`config.mk`:
```
export PLATFORM = sky130hd
export DESIGN_NAME = pulse_out_dbuf
export DESIGN_NICKNAME = d
export VERILOG_FILES = /design/src/rtl/pob_pkg.sv /design/src/rtl/pob_group.sv /design/src/rtl/pob_regdec.sv /design/src/rtl/pob_trig_route.sv /design/src/rtl/pulse_out_dbuf.sv
export SDC_FILE = /design/constraint.sdc
export NUM_CORES = 1
export LEC_CHECK = 0
export BUFFER_PORTS_ARGS = -buffer_cell sky130_fd_sc_hd__clkbuf_2
export CAP_MARGIN = 40
export CORE_ASPECT_RATIO = 0.9
export CORE_MARGIN = 5
export CORE_UTILIZATION = 45
export DETAILED_ROUTE_END_ITERATION = 6
export PLACE_DENSITY_LB_ADDON = 0.08
export SYNTH_ARGS = -nofsm -noshare
export SYNTH_HDL_FRONTEND = slang
export SYNTH_SLANG_ARGS = --single-unit
```
`constraint.sdc`:
```
create_clock -name clk -period 2 [get_ports clk]
set_input_delay 0.6 -clock clk [delete_from_list [all_inputs] [get_ports clk]]
set_output_delay 0.6 -clock clk [all_outputs]
set_load 0.01 [all_outputs]
```
`src/rtl/pob_pkg.sv`:
```
package pob_pkg;

    localparam int NGRP   = 2;
    localparam int ADDR_W = 3;
    localparam int GRP_HI = 1;
    localparam int GRP_LO = 0;

    typedef enum logic [ADDR_W-1:0] {
        A_LIVE_HI   = 3'd0,
        A_LIVE_LO   = 3'd1,
        A_EN_HI     = 3'd2,
        A_EN_LO     = 3'd3,
        A_STG_SEP_H = 3'd4,
        A_STG_SEP_L = 3'd5,
        A_STG_SHR_H = 3'd6,
        A_STG_SHR_L = 3'd7
    } pob_addr_e;

    typedef enum logic [1:0] {
        F_NONE  = 2'd0,
        F_LIVE  = 2'd1,
        F_EN    = 2'd2,
        F_STAGE = 2'd3
    } pob_field_e;

    typedef struct packed {
        pob_field_e  field;
        logic        grp;
    } pob_sel_t;

    typedef struct packed {
        logic live;
        logic en;
        logic stage;
    } pob_wr_t;

    function automatic pob_sel_t pob_decode(input logic [ADDR_W-1:0] a,
                                            input logic shared);
        pob_sel_t s;
        s.field = F_NONE;
        s.grp   = 1'b0;
        case (pob_addr_e'(a))
            A_LIVE_HI:   begin s.field = F_LIVE; s.grp = 1'b1; end
            A_LIVE_LO:   begin s.field = F_LIVE; s.grp = 1'b0; end
            A_EN_HI:     begin s.field = F_EN;   s.grp = 1'b1; end
            A_EN_LO:     begin s.field = F_EN;   s.grp = 1'b0; end
            A_STG_SEP_H: begin s.field = shared ? F_NONE : F_STAGE; s.grp = 1'b1; end
            A_STG_SEP_L: begin s.field = shared ? F_NONE : F_STAGE; s.grp = 1'b0; end
            A_STG_SHR_H: begin s.field = shared ? F_STAGE : F_NONE; s.grp = 1'b1; end
            A_STG_SHR_L: begin s.field = shared ? F_STAGE : F_NONE; s.grp = 1'b0; end
            default:     s.field = F_NONE;
        endcase
        return s;
    endfunction

    function automatic logic pob_is_stage_addr(input logic [ADDR_W-1:0] a);
        return a[2];
    endfunction

endpackage

```
`src/rtl/pob_group.sv`:
```
module pob_group
    import pob_pkg::*;
#(
    parameter int W = 8
) (
    input  logic         clk,
    input  logic         rst,
    input  logic         trig,
    input  pob_wr_t      wr,
    input  logic [W-1:0] wdata,
    output logic [W-1:0] live_q,
    output logic [W-1:0] en_q,
    output logic [W-1:0] stage_q
);

    logic [W-1:0] cpu_merged;
    logic [W-1:0] live_d;

    // CPU write reaches only bits not handed to the trigger
    always_comb begin
        cpu_merged = live_q;
        if (wr.live)
            cpu_merged = (live_q & en_q) | (wdata & ~en_q);
    end

    // Trigger transfer takes priority on enabled bits
    always_comb begin
        live_d = cpu_merged;
        if (trig)
            live_d = (cpu_merged & ~en_q) | (stage_q & en_q);
    end

    always_ff @(posedge clk) begin
        if (rst) begin
            live_q  <= '0;
            en_q    <= '0;
            stage_q <= '0;
        end else begin
            live_q <= live_d;
            if (wr.en)
                en_q <= wdata;
            if (wr.stage)
                stage_q <= wdata;
        end
    end

    assert_trig_load_R2: assert property (@(posedge clk) disable iff (rst)
        trig |=> ((live_q & $past(en_q)) == ($past(stage_q) & $past(en_q))));

    assert_trig_spares_disabled_R2: assert property (@(posedge clk) disable iff (rst)
        (trig && !wr.live) |=> ((live_q & ~$past(en_q)) == ($past(live_q) & ~$past(en_q))));

    assert_enabled_readonly_R3: assert property (@(posedge clk) disable iff (rst)
        (wr.live && !trig) |=> ((live_q & $past(en_q)) == ($past(live_q) & $past(en_q))));

    assert_collision_R4: assert property (@(posedge clk) disable iff (rst)
        (wr.live && trig) |=> (live_q == (($past(stage_q) & $past(en_q)) |
                                          ($past(wdata) & ~$past(en_q)))));

    assert_idle_hold_R9: assert property (@(posedge clk) disable iff (rst)
        (!trig && !wr.live) |=> $stable(live_q));

endmodule

```
`src/rtl/pob_regdec.sv`:
```
module pob_regdec
    import pob_pkg::*;
#(
    parameter int W  = 8,
    parameter int NG = NGRP
) (
    input  logic                  clk,
    input  logic                  rst,
    input  logic [ADDR_W-1:0]     addr,
    input  logic                  we,
    input  logic                  shared,
    input  logic [NG-1:0][W-1:0]  live_v,
    input  logic [NG-1:0][W-1:0]  en_v,
    input  logic [NG-1:0][W-1:0]  stage_v,
    output pob_wr_t [NG-1:0]      wr,
    output logic [W-1:0]          rdata
);

    pob_sel_t sel;

    always_comb sel = pob_decode(addr, shared);

    for (genvar g = 0; g < NG; g++) begin : g_strobe
        always_comb begin
            wr[g].live  = we && (sel.field == F_LIVE)  && (sel.grp == 1'(g));
            wr[g].en    = we && (sel.field == F_EN)    && (sel.grp == 1'(g));
            wr[g].stage = we && (sel.field == F_STAGE) && (sel.grp == 1'(g));
        end
    end

    always_comb begin
        case (sel.field)
            F_LIVE:  rdata = live_v[sel.grp];
            F_EN:    rdata = en_v[sel.grp];
            F_STAGE: rdata = stage_v[sel.grp];
            default: rdata = '0;
        endcase
    end

    assert_inactive_pair_quiet_R7: assert property (@(posedge clk) disable iff (rst)
        (pob_is_stage_addr(addr) && (addr[1] != shared)) |->
            ((rdata == '0) && !wr[0].stage && !wr[1].stage));

endmodule

```
`src/rtl/pob_trig_route.sv`:
```
module pob_trig_route
    import pob_pkg::*;
(
    input  logic            clk,
    input  logic            rst,
    input  logic            trig_hi,
    input  logic            trig_lo,
    input  logic            shared,
    output logic [NGRP-1:0] grp_trig
);

    always_comb begin
        grp_trig[GRP_HI] = trig_hi;
        grp_trig[GRP_LO] = shared ? trig_hi : trig_lo;
    end

    assert_shared_ignores_lo_R5: assert property (@(posedge clk) disable iff (rst)
        (shared && !trig_hi) |-> (grp_trig == '0));

    assert_separate_independent_R6: assert property (@(posedge clk) disable iff (rst)
        !shared |-> ((grp_trig[GRP_LO] == trig_lo) && (grp_trig[GRP_HI] == trig_hi)));

endmodule

```
`src/rtl/pulse_out_dbuf.sv`:
```
module pulse_out_dbuf
    import pob_pkg::*;
#(
    parameter int GROUP_W = 8
) (
    input  logic                 clk,
    input  logic                 rst,
    input  logic [ADDR_W-1:0]    cpu_addr,
    input  logic                 cpu_we,
    input  logic [GROUP_W-1:0]   cpu_wdata,
    output logic [GROUP_W-1:0]   cpu_rdata,
    input  logic                 trig_hi,
    input  logic                 trig_lo,
    input  logic                 shared_mode,
    output logic [NGRP*GROUP_W-1:0] pulse_out
);

    logic [NGRP-1:0]              grp_trig;
    pob_wr_t [NGRP-1:0]           wr;
    logic [NGRP-1:0][GROUP_W-1:0] live_v;
    logic [NGRP-1:0][GROUP_W-1:0] en_v;
    logic [NGRP-1:0][GROUP_W-1:0] stage_v;

    pob_trig_route u_route (
        .clk      (clk),
        .rst      (rst),
        .trig_hi  (trig_hi),
        .trig_lo  (trig_lo),
        .shared   (shared_mode),
        .grp_trig (grp_trig)
    );

    pob_regdec #(.W(GROUP_W), .NG(NGRP)) u_dec (
        .clk     (clk),
        .rst     (rst),
        .addr    (cpu_addr),
        .we      (cpu_we),
        .shared  (shared_mode),
        .live_v  (live_v),
        .en_v    (en_v),
        .stage_v (stage_v),
        .wr      (wr),
        .rdata   (cpu_rdata)
    );

    for (genvar g = 0; g < NGRP; g++) begin : g_grp
        pob_group #(.W(GROUP_W)) u_grp (
            .clk     (clk),
            .rst     (rst),
            .trig    (grp_trig[g]),
            .wr      (wr[g]),
            .wdata   (cpu_wdata),
            .live_q  (live_v[g]),
            .en_q    (en_v[g]),
            .stage_q (stage_v[g])
        );
    end

    // Pins come only from the live registers
    assign pulse_out = live_v;

    assert_pins_hold_R9: assert property (@(posedge clk) disable iff (rst)
        (!trig_hi && !trig_lo && !(cpu_we && (cpu_addr[2:1] == 2'b00))) |=> $stable(pulse_out));

    assert_shared_lo_only_R5: assert property (@(posedge clk) disable iff (rst)
        (shared_mode && trig_lo && !trig_hi && !cpu_we) |=> $stable(pulse_out));

endmodule

```
==> impl_summary.txt, run 1 <==
----------------------------------------------------
[Outcome]
  Outcome ... finished with violations
  Failing checks ... setup timing

[Floorplanning]
  Initial core utilization ... 0.465
  Count of pins on the block boundary ... 41
  Die span in x ... 90.9 um
  Floorplan die area ... 7520 um2
  Height of the chip ... 82.8 um
  Std-Cell Rows ... 26
  Area of the core ... 5690 um2

[Setup path]
  Buf+Inv Stages, Crit Path ... 3
  Delay-heaviest family, CP ... buffers and inverters
  Largest driver fanout on the critical path ... 5
  CP Data Required Time ... 1.40 ns
  Cells traversed along the worst timing path ... clkbuf_16, buf_12, mux2_2, nand2_1, o221ai_2, buf_2
  Delay of the slowest cell on the worst path ... 0.33 ns
  Nature of the critical path endpoint ... output port
  CP Class ... in2out
  Library cell contributing the largest single delay on the critical path ... sky130_fd_sc_hd__mux2_2
  Crit path DAT ... 1.49 ns
  Category of the worst setup path launch point ... input pin

[Timing]
  Final WS setup ... -0.0944 ns
  Transition time at the pin with the least slew margin ... 0.420 ns
  Final count of hold timing violations ... 0
  Normalized max-slew margin ... 0.719
  Setup repair after global routing missed its margin ... true
  Period Utilization, post-route ... 1.05
  Final Hold Slack ... 0.491 ns
  Final Max Tran Viols ... 0
  Largest clock skew in the final design ... 0.00482 ns
  Max frequency ... 0.477 GHz
  Setup TNS ... -0.606 ns
  Final setup fails ... 8
  Final min period ... 2.09 ns

[Drt]
  Final wirelength ... 7650 um
  First drt pass iteration count ... 4
  Violation count after the first detailed-routing iteration ... 124
  DRC Markers ... 0
  Detailed-route via count ... 2364
  Count of antenna-violating nets left after detailed routing ... 0
  Via-per-instance ratio ... 5.64
  Routed WL per cell ... 18.3 um

[GRT]
  Vias in the first global route ... 2328
  Wire length of the first global-routing pass ... 12500 um
  Aggregate global routing overflow ... 0
  Global routing usage on met2 ... 0.345
  Busiest grt layer ... met2
  Pin count of the biggest net entering global routing ... 57
  Grt met3 use ... 0.0453
  Antenna violations before repair ... 0
  Met1 track demand over resource in global routing ... 0.291
  Global-route usage over all layers ... 0.214

[Yosys]
  Post-synthesis sequential area ratio ... 0.363
  Number of different library cells in the post-synthesis netlist ... 28
  Cells after synthesis ... 277
  Post-synthesis register bit count ... 48
  Post-Synthesis Net Count ... 294
  Total standard cell area after synthesis ... 2650 um2
  Post-Syn Area per Cell ... 9.56 um2
  Synthesis Warnings ... 0

[Clocking]
  Maximum number of buffers from clock root to sink ... 2
  Number of clock sinks ... 48
  CTS tree ... yes
  CTS root buf ... sky130_fd_sc_hd__clkbuf_8
  Clock slew at the register clock pins of the worst setup and hold paths ... 0.08 ns
  CTS buffer count ... 5
  Clock Latency Late Sink ... 0.31 ns
  Number of levels the H-tree was split into ... 2

[Cells and area]
  Layout-stage area growth over the synthesis result ... 33.4%
  Antenna cell count ... 0
  Final core utilization ... 0.620
  Cell area after layout ... 3530 um2
  Fraction of final layout cells with drive strength greater than 1 ... 0.375
  Net count, final ... 365
  Number of inserted filler cells in the final layout ... 501

[Placed design]
  Placer congestion estimate ... 0.822
  Placed Instance Area ... 3130 um2
  Hpwl dp ... 5000 um
  Number of port buffers ... 40

[Power and ir drop]
  Power density over cell area ... 568 nW/um2
  Peak supply drop ... 378 uV
  Total leakage power ... 1.42 nW
  Total Power Consumption ... 0.00200 W

[Worst hold path]
  Worst min-delay path class ... reg2reg

[Flow run]
  Maxcap violations ... 0

----------------------------------------------------
-- state kept, by name (all words and copies together), names as in the netlist --
| signal | cells |
|---|---|
| g_grp.u_grp.en_q | 16 |
| g_grp.u_grp.live_q | 16 |
| g_grp.u_grp.stage_q | 16 |
-- power by group --
group / total, W / switching, W / internal [W]
registers: 0.00101 / 0.0000265 / 0.000981
clock network: 0.000627 / 0.000345 / 0.000282
logic: 0.000370 / 0.000184 / 0.000187
total: 0.00200 / 0.000555 / 0.00145
-- cells in the final DEF, fill, tap and decap left out, drive strengths merged --
cell type / n
nor4b: 2
mux2: 17
nand4bb: 1
clkbuf: 41
a41oi: 8
buf: 48
nor4bb: 2
nand3: 16
nand2b: 24
dfxtp: 48
or3: 1
nand2: 27
nor2: 9
o21a: 8
nand3b: 16
clkinvlp: 1
a21oi: 16
and4b: 1
inv: 1
nand4b: 2
xnor2: 1
o221ai: 8
mux2i: 49
nor3: 1
xor2: 1
-- synth_stat cells, drive strengths merged --
cell,number,area [um2]
nand2b,24,150
nor4bb,2,20.0
a41oi,8,70.1
and4b,1,10.0
buf,11,72.6
a21oi,16,80.1
nand3b,16,120
mux2i,49,490
nand4b,2,17.5
nand4bb,1,11.3
or3,1,6.26
clkbuf,7,27.5
inv,1,3.75
dfxtp,48,961
o221ai,8,70.1
nand3,16,80.1
nand2,27,101
xor2,1,8.76
nor4b,2,47.6
mux2,17,191
nor2,9,33.8
o21a,8,60.1
nor3,1,5.00
xnor2,1,8.76
-- through the flow --
stage | instances | setup WS [ns]
floorplan | 277 | 0.0319
finish | 419 | -0.0944
CTS | 417 | -0.0852
detailed placement | 401 | -0.145
global route | 419 | -0.164
global placement | 401 | -0.136
-- kinds of logic after synthesis --
| group | Yosys count | share of synthesized area |
|---|---|---|
| AOI/OAI and AO/OA | 40 | 0.106 |
| xor gates and xnor gates | 2 | 0.00662 |
| buffers and inverters | 19 | 0.0392 |
| DFF | 48 | 0.363 |
| muxes | 66 | 0.258 |
| and+or+nand+nor | 102 | 0.228 |
-- layout make-up --
class	count	area (um2)	area share
multi-input cells	210	1730	0.488
clock inverters	1	7.51	0.00213
well taps	70	87.6	0.0248
clock buffers	7	86.3	0.0244
flip-flops and latches	48	961	0.272
inverters	1	3.75	0.00106
repair buffers	82	661	0.187
-- per-layer routing --
| layer | routed length (um) | up-vias |
|---|---|---|
| met4 | 162 | 0 |
| met5 | 0 | - |
| met1 | 3710 | 1134 |
| li1 | - | 1162 |
| met2 | 3410 | 54 |
| met3 | 373 | 14 |
-- repair_timing --
item,CTS,global route
endpoints found under the setup margin,8,8
gates cloned,2,0
pin swaps,10,4
gates resized for setup,20,29
buffers inserted,6,2
hold buffers,0,0
-- final timing paths --
path | startpoint | end | slack, ns | cells after the start
max | cpu_addr[0] | cpu_rdata[0] | -0.09 | 6
min | g_grp[1].u_grp.stage_q[2]$_SDFFE_PP0P_ | g_grp[1].u_grp.stage_q[2]$_SDFFE_PP0P_ | 0.49 | 2
max reg2reg | g_grp[1].u_grp.live_q[1]$_SDFF_PP0_ | g_grp[1].u_grp.live_q[1]$_SDFF_PP0_ | 1.13 | 2
min reg2reg | g_grp[1].u_grp.stage_q[2]$_SDFFE_PP0P_ | g_grp[1].u_grp.stage_q[2]$_SDFFE_PP0P_ | 0.49 | 2
-- worst min-delay path, delay by kind of cell (launching register included) --
| family | cells | cell delay (ns) |
|---|---|---|
| simple gates | 1 | 0.07 |
| mux | 1 | 0.06 |
| flops | 1 | 0.33 |
Power figures use the tool's default switching activity.
==> inputs of run 2 (changes only) <==
--- a/config.mk
+++ b/config.mk
@@ -6,7 +6,6 @@
 export NUM_CORES = 1
 export LEC_CHECK = 0
 export BUFFER_PORTS_ARGS = -buffer_cell sky130_fd_sc_hd__clkbuf_2
-export CAP_MARGIN = 40
 export CORE_ASPECT_RATIO = 0.9
 export CORE_MARGIN = 5
 export CORE_UTILIZATION = 45
==> constraint.sdc (replaced) <==
create_clock -name clk -period 2 [get_ports clk]
set_input_delay 0.2 -clock clk [delete_from_list [all_inputs] [get_ports clk]]
set_output_delay 0.2 -clock clk [all_outputs]
set_load 0.01 [all_outputs]
==> impl_summary.txt, run 2 (synthesized netlist as in run 1, its figures left out) <==
----------------------------------------------------
[Outcome]
  Outcome ... complete, no violations

[Timing]
  Normalized max-slew margin ... 0.648 (-0.0706)
  Final Hold Slack ... 0.177 ns (-0.314 ns)
  Final count of hold timing violations ... 0 (unchanged)
  Transition time at the pin with the least slew margin ... 0.528 ns (+0.108 ns)
  Final min period ... 1.64 ns (-0.453 ns)
  Period Utilization, post-route ... 0.821 (-0.226)
  Final Max Tran Viols ... 0 (unchanged)
  Final setup fails ... 0 (-8)
  Largest clock skew in the final design ... 0.00525 ns (+0.000438 ns)
  Max frequency ... 0.609 GHz (+28%)
  Setup TNS ... 0 ns (+0.606 ns)
  Setup repair after global routing missed its margin ... false

[Drt]
  Count of antenna-violating nets left after detailed routing ... 0 (unchanged)
  First drt pass iteration count ... 4 (unchanged)
  Violation count after the first detailed-routing iteration ... 102 (-18%)
  Final wirelength ... 6850 um (-10%)
  Detailed-route via count ... 2182 (-7.7%)
  Routed WL per cell ... 17.6 um (-3.8%)
  Via-per-instance ratio ... 5.59 (-0.84%)
  DRC Markers ... 0 (unchanged)

[Clocking]
  CTS buffer count ... 5 (unchanged)
  CTS root buf ... sky130_fd_sc_hd__clkbuf_8
  CTS tree ... yes
  Clock slew at the register clock pins of the worst setup and hold paths ... 0.09 ns (about the same)
  Number of clock sinks ... 48 (unchanged)
  Total setup buffers inserted after CTS ... 0 (-6)
  Maximum number of buffers from clock root to sink ... 2 (unchanged)
  Clock Latency Late Sink ... 0.31 ns (about the same)
  Count of instances resized after the clock tree is built ... 0 (-100%)
  Number of levels the H-tree was split into ... 2 (unchanged)
  CTS Hold Bufs ... 0 (unchanged)

[GRT]
  Wire length of the first global-routing pass ... 11200 um (-11%)
  Pin count of the biggest net entering global routing ... 34 (-40%)
  Vias in the first global route ... 2095 (-10%)
  Global-route usage over all layers ... 0.191 (-0.0233)
  Antenna violations before repair ... 0 (unchanged)
  Aggregate global routing overflow ... 0 (unchanged)

[Setup path]
  Critical R2R Launch ... g_grp[1].u_grp.live_q[7]$_SDFF_PP0_
  Largest driver fanout on the critical path ... 14 (+9)
  Nature of the critical path endpoint ... output port
  Most used cell, CP ... sky130_fd_sc_hd__clkbuf_2
  Category of the worst setup path launch point ... input pin
  CP Data Required Time ... 1.80 ns (+0.40 ns)
  Internal reg-to-reg setup slack ... 1.13 ns (about the same)
  Depth of the worst register-to-register path ... 2 (unchanged)
  Cells traversed along the worst timing path ... clkbuf_2, buf_4, mux2_2, nand2_1, o221ai_1, clkbuf_2
  Library cell contributing the largest single delay on the critical path ... sky130_fd_sc_hd__mux2_2
  Crit path DAT ... 1.44 ns (-0.05 ns)
  Delay of the slowest cell on the worst path ... 0.36 ns (+0.03 ns)
  Capture point of the worst reg-to-reg path ... g_grp[1].u_grp.live_q[7]$_SDFF_PP0_
  CP Class ... in2out

[Cells and area]
  Largest registers ... g_grp.u_grp.en_q: 16 flops, g_grp.u_grp.live_q: 16 flops, g_grp.u_grp.stage_q: 16 flops
  Commonest cells after routing, fill and taps aside ... sky130_fd_sc_hd__mux2i_1 (49), sky130_fd_sc_hd__dfxtp_1 (48), sky130_fd_sc_hd__clkbuf_2 (40), sky130_fd_sc_hd__nand2_1 (27), sky130_fd_sc_hd__nand2b_1 (24)
  Antenna cell count ... 0 (unchanged)
  Leading cell type in the layout, fill and taps excluded ... sky130_fd_sc_hd__mux2i_1
  Fraction of final layout cells with drive strength greater than 1 ... 0.250 (-0.125)
  Net count, final ... 336 (-7.9%)
  Layout-stage area growth over the synthesis result ... 15.0%

[Flow run]
  Maxcap violations ... 0 (unchanged)

[Worst hold path]
  Min-Delay Path Depth ... 3 (+1)
  Startpoint of the lowest-slack hold path ... cpu_wdata[3]
  Worst min-delay path endpoint ... g_grp[0].u_grp.en_q[3]$_SDFFE_PP0P_
  Worst min-delay path class ... in2reg

[Floorplanning]
  Die span in x ... 90.9 um (unchanged)
  Count of pins on the block boundary ... 41 (unchanged)
  Initial core utilization ... 0.465 (unchanged)
  Height of the chip ... 82.8 um (unchanged)
  Std-Cell Rows ... 26 (unchanged)
  Area of the core ... 5690 um2 (unchanged)
  Floorplan die area ... 7520 um2 (unchanged)

[Power and ir drop]
  Total leakage power ... 1.21 nW (-15%)
  Peak supply drop ... 391 uV (+3.4%)
  Power density over cell area ... 620 nW/um2 (+9.2%)

[Placed design]
  Placer congestion estimate ... 0.759 (-7.7%)
  Number of port buffers ... 40 (unchanged)
  Hpwl dp ... 4770 um (-4.6%)

----------------------------------------------------
[run 2: cell count changes in the layout (fill, tap and decap cells not counted), sizes merged]
cell | before | now
buf | 48 | 13
clkbuf | 41 | 47
[run 2: through the flow]
step	std cells	power (W)	utilization	instance area (um2)	setup slack, ns
4_1_cts	390	0.00190	0.535	3050	0.342
5_1_grt	390	0.00197	0.535	3050	0.284
6_report	390	0.00189	0.535	3050	0.358
2_1_floorplan	277	0.00119	-	2650	0.575
3_5_place_dp	382	0.00129	0.518	2950	0.372
3_3_place_gp	382	0.00129	0.518	2950	0.374
[run 2: power by group]
part | leakage [nW] | switching [W] | total, W | internal, W
Sequential | 0.389 | 0.0000246 | 0.00101 | 0.000981
Combinational | 0.778 | 0.000150 | 0.000265 | 0.000116
Clock | 0.0445 | 0.000335 | 0.000617 | 0.000282
Total | 1.21 | 0.000510 | 0.00189 | 0.00138
[run 2: worst max-delay path, delay by kind of cell]
kind | cells | cell delay [ns]
and+or+nand+nor | 1 | 0.07
muxes | 1 | 0.36
AOI/OAI and AO/OA | 1 | 0.12
buffers and inverters | 3 | 0.69
[run 2: final cells by class]
class                           count  area (um2)
Fill cell                         529        2650
Multi-Input combinational cell    210        1590
Sequential cell                    48         961
Timing Repair Buffer               53         310
Tap cell                           70        87.6
Clock buffer                        7        86.3
Clock inverter                      1        7.51
Inverter                            1        3.75
[run 2: worst max path at each step]
stage | slack, ns | start | endpoint | depth (start not counted)
after floorplan | 0.57 | cpu_addr[2] | g_grp[1].u_grp.live_q[0]$_SDFF_PP0_ | 4
after global placement | 0.37 | cpu_addr[0] | cpu_rdata[0] | 6
after detailed placement | 0.37 | cpu_addr[0] | cpu_rdata[5] | 6
after CTS | 0.34 | cpu_addr[0] | cpu_rdata[0] | 6
after global routing | 0.28 | cpu_addr[0] | cpu_rdata[4] | 6
final | 0.36 | cpu_addr[0] | cpu_rdata[0] | 6
[run 2: routing by layer]
| layer | vias up | global-route usage | part of all wire |
|---|---|---|---|
| li1 | 1096 | - | - |
| met1 | 1028 | 0.259 | 0.49 |
| met2 | 47 | 0.304 | 0.44 |
| met3 | 11 | 0.0453 | 0.051 |
| met4 | 0 | 0.0557 | 0.016 |
| met5 | - | 0 | 0 |
==> inputs of run 3 (changes only) <==
==> constraint.sdc (replaced) <==
create_clock -name clk -period 1.7 [get_ports clk]
set_input_delay 0.17 -clock clk [delete_from_list [all_inputs] [get_ports clk]]
set_output_delay 0.17 -clock clk [all_outputs]
set_load 0.01 [all_outputs]
==> impl_summary.txt, run 3 (synthesized netlist as in run 1, its figures left out) <==
----------------------------------------------------
[Drt]
  Detailed-route via count ... 2219 (+1.7%)
  First drt pass iteration count ... 4 (unchanged)
  Violation count after the first detailed-routing iteration ... 104 (+2.0%)
  Via-per-instance ratio ... 5.62 (+0.41%)
  Routed WL per cell ... 17.6 um (about the same)
  Count of antenna-violating nets left after detailed routing ... 0 (unchanged)
  DRC Markers ... 0 (unchanged)
  Final wirelength ... 6940 um (+1.4%)

[GRT]
  Pin count of the biggest net entering global routing ... 39 (+15%)
  Aggregate global routing overflow ... 0 (unchanged)
  Vias in the first global route ... 2105 (+0.48%)
  Antenna violations before repair ... 0 (unchanged)
  Global-route usage over all layers ... 0.188 (-0.00238)
  Wire length of the first global-routing pass ... 11200 um (about the same)

[Floorplanning]
  Floorplan die area ... 7520 um2 (unchanged)
  Area of the core ... 5690 um2 (unchanged)
  Count of pins on the block boundary ... 41 (unchanged)
  Die span in x ... 90.9 um (unchanged)
  Initial core utilization ... 0.465 (unchanged)
  Height of the chip ... 82.8 um (unchanged)
  Std-Cell Rows ... 26 (unchanged)

[Timing]
  Final count of hold timing violations ... 0 (unchanged)
  Period Utilization, post-route ... 0.898
  Setup TNS ... 0 ns (unchanged)
  Final min period ... 1.53 ns
  Largest clock skew in the final design ... 0.00588 ns (+0.000627 ns)
  Normalized max-slew margin ... 0.665 (+0.0174)
  Final setup fails ... 0 (unchanged)
  Transition time at the pin with the least slew margin ... 0.499 ns (-0.0290 ns)
  Final WS setup ... 0.173 ns (-0.185 ns)
  Setup repair after global routing missed its margin ... false
  Max frequency ... 0.655 GHz
  Final Hold Slack ... 0.154 ns (-0.0228 ns)
  Final Max Tran Viols ... 0 (unchanged)

[Placed design]
  Worst setup slack before clock tree synthesis ... 0.173 ns (-0.199 ns)
  Number of port buffers ... 40 (unchanged)
  Hpwl dp ... 4960 um (+4.0%)
  Placer congestion estimate ... 0.792 (+4.3%)

[Setup path]
  Critical R2R Launch ... g_grp[1].u_grp.live_q[6]$_SDFF_PP0_
  Depth of the worst register-to-register path ... 2 (unchanged)
  Category of the worst setup path launch point ... input pin
  Crit path DAT ... 1.36 ns (-0.08 ns)
  CP Data Required Time ... 1.53 ns (-0.27 ns)
  CP Class ... in2out
  Largest driver fanout on the critical path ... 13 (-1)
  Nature of the critical path endpoint ... output port
  Internal reg-to-reg setup slack ... 0.84 ns (-0.29 ns)
  Capture point of the worst reg-to-reg path ... g_grp[1].u_grp.live_q[6]$_SDFF_PP0_

[Clocking]
  CTS buffer count ... 5 (unchanged)
  CTS root buf ... sky130_fd_sc_hd__clkbuf_8
  Maximum number of buffers from clock root to sink ... 2 (unchanged)
  Clock Latency Late Sink ... 0.29 ns (-0.02 ns)
  CTS tree ... yes
  Number of levels the H-tree was split into ... 2 (unchanged)
  Clock slew at the register clock pins of the worst setup and hold paths ... 0.08 ns (about the same)
  Number of clock sinks ... 48 (unchanged)
  Total setup buffers inserted after CTS ... 0 (unchanged)

[Worst hold path]
  Worst min-delay path class ... in2reg
  Min-Delay Path Depth ... 3 (unchanged)
  Startpoint of the lowest-slack hold path ... cpu_wdata[1]
  Worst min-delay path endpoint ... g_grp[0].u_grp.en_q[1]$_SDFFE_PP0P_

[Cells and area]
  Largest registers ... g_grp.u_grp.en_q: 16 flops, g_grp.u_grp.live_q: 16 flops, g_grp.u_grp.stage_q: 16 flops
  Antenna cell count ... 0 (unchanged)
  Net count, final ... 341 (+1.5%)
  Fraction of final layout cells with drive strength greater than 1 ... 0.262 (+0.0115)
  Layout-stage area growth over the synthesis result ... 16.4%
  Commonest cells after routing, fill and taps aside ... sky130_fd_sc_hd__mux2i_1 (49), sky130_fd_sc_hd__dfxtp_1 (48), sky130_fd_sc_hd__clkbuf_2 (40), sky130_fd_sc_hd__nand2_1 (26), sky130_fd_sc_hd__nand2b_1 (24)
  Leading cell type in the layout, fill and taps excluded ... sky130_fd_sc_hd__mux2i_1

[Power and ir drop]
  Power density over cell area ... 720 nW/um2 (+16%)
  Peak supply drop ... 434 uV (+11%)
  Total leakage power ... 1.24 nW (+2.1%)

[Flow run]
  Maxcap violations ... 0 (unchanged)

[Outcome]
  Outcome ... complete, no violations

----------------------------------------------------
## run 3: stage by stage
stage / cell area [um2] / std cells / power [W] / utilization
finish: 3080 / 395 / 0.00222 / 0.541
global route: 3080 / 395 / 0.00233 / 0.541
CTS: 3080 / 395 / 0.00224 / 0.541
detailed placement: 2990 / 387 / 0.00153 / 0.525
global placement: 2990 / 387 / 0.00153 / 0.525
floorplan: 2650 / 277 / 0.00141 / -
## run 3: final cells by class
type | instances | area [um2]
fill | 504 | 2610
sequential | 48 | 961
inverter | 1 | 3.75
multi-input combinational | 210 | 1590
clock buffer | 8 | 90.1
tap | 70 | 87.6
timing repair buffer | 58 | 348
## run 3: report_power, final
group	total, W	switching, W	internal, W	leakage [nW]
registers	0.00118	0.0000298	0.00115	0.389
clock network	0.000714	0.000381	0.000333	0.0455
logic	0.000322	0.000178	0.000144	0.803
total	0.00222	0.000589	0.00163	1.24
## run 3: repair_timing
action | CTS | global route
resized for setup | 0 | 1
hold buffers | 0 | 0
endpoints found under the setup margin | 0 | 1
## run 3: worst max path at each step
stage	start	end	slack (ns)	cells after the start
3_3_place_gp	cpu_addr[2]	g_grp[0].u_grp.live_q[7]$_SDFF_PP0_	0.19	6
2_1_floorplan	cpu_addr[2]	g_grp[1].u_grp.live_q[0]$_SDFF_PP0_	0.30	4
5_1_grt	cpu_addr[0]	cpu_rdata[1]	0.07	6
4_1_cts	cpu_addr[1]	cpu_rdata[5]	0.17	5
6_report	cpu_addr[0]	cpu_rdata[6]	0.17	6
3_5_place_dp	cpu_addr[1]	cpu_rdata[5]	0.17	5
## run 3: critical path: stages
cell	delay, ns
sky130_fd_sc_hd__clkbuf_2	0.21
sky130_fd_sc_hd__buf_4	0.28
sky130_fd_sc_hd__mux2_2	0.36
sky130_fd_sc_hd__nand2_1	0.06
sky130_fd_sc_hd__o221ai_1	0.11
sky130_fd_sc_hd__clkbuf_2	0.16
## run 3: routing by layer
metal	GRT usage	share of wire	up-vias
met3	0.0444	0.057	7
li1	-	-	1108
met2	0.306	0.45	64
met1	0.254	0.48	1040
met5	0	0	-
met4	0.0484	0.0079	0
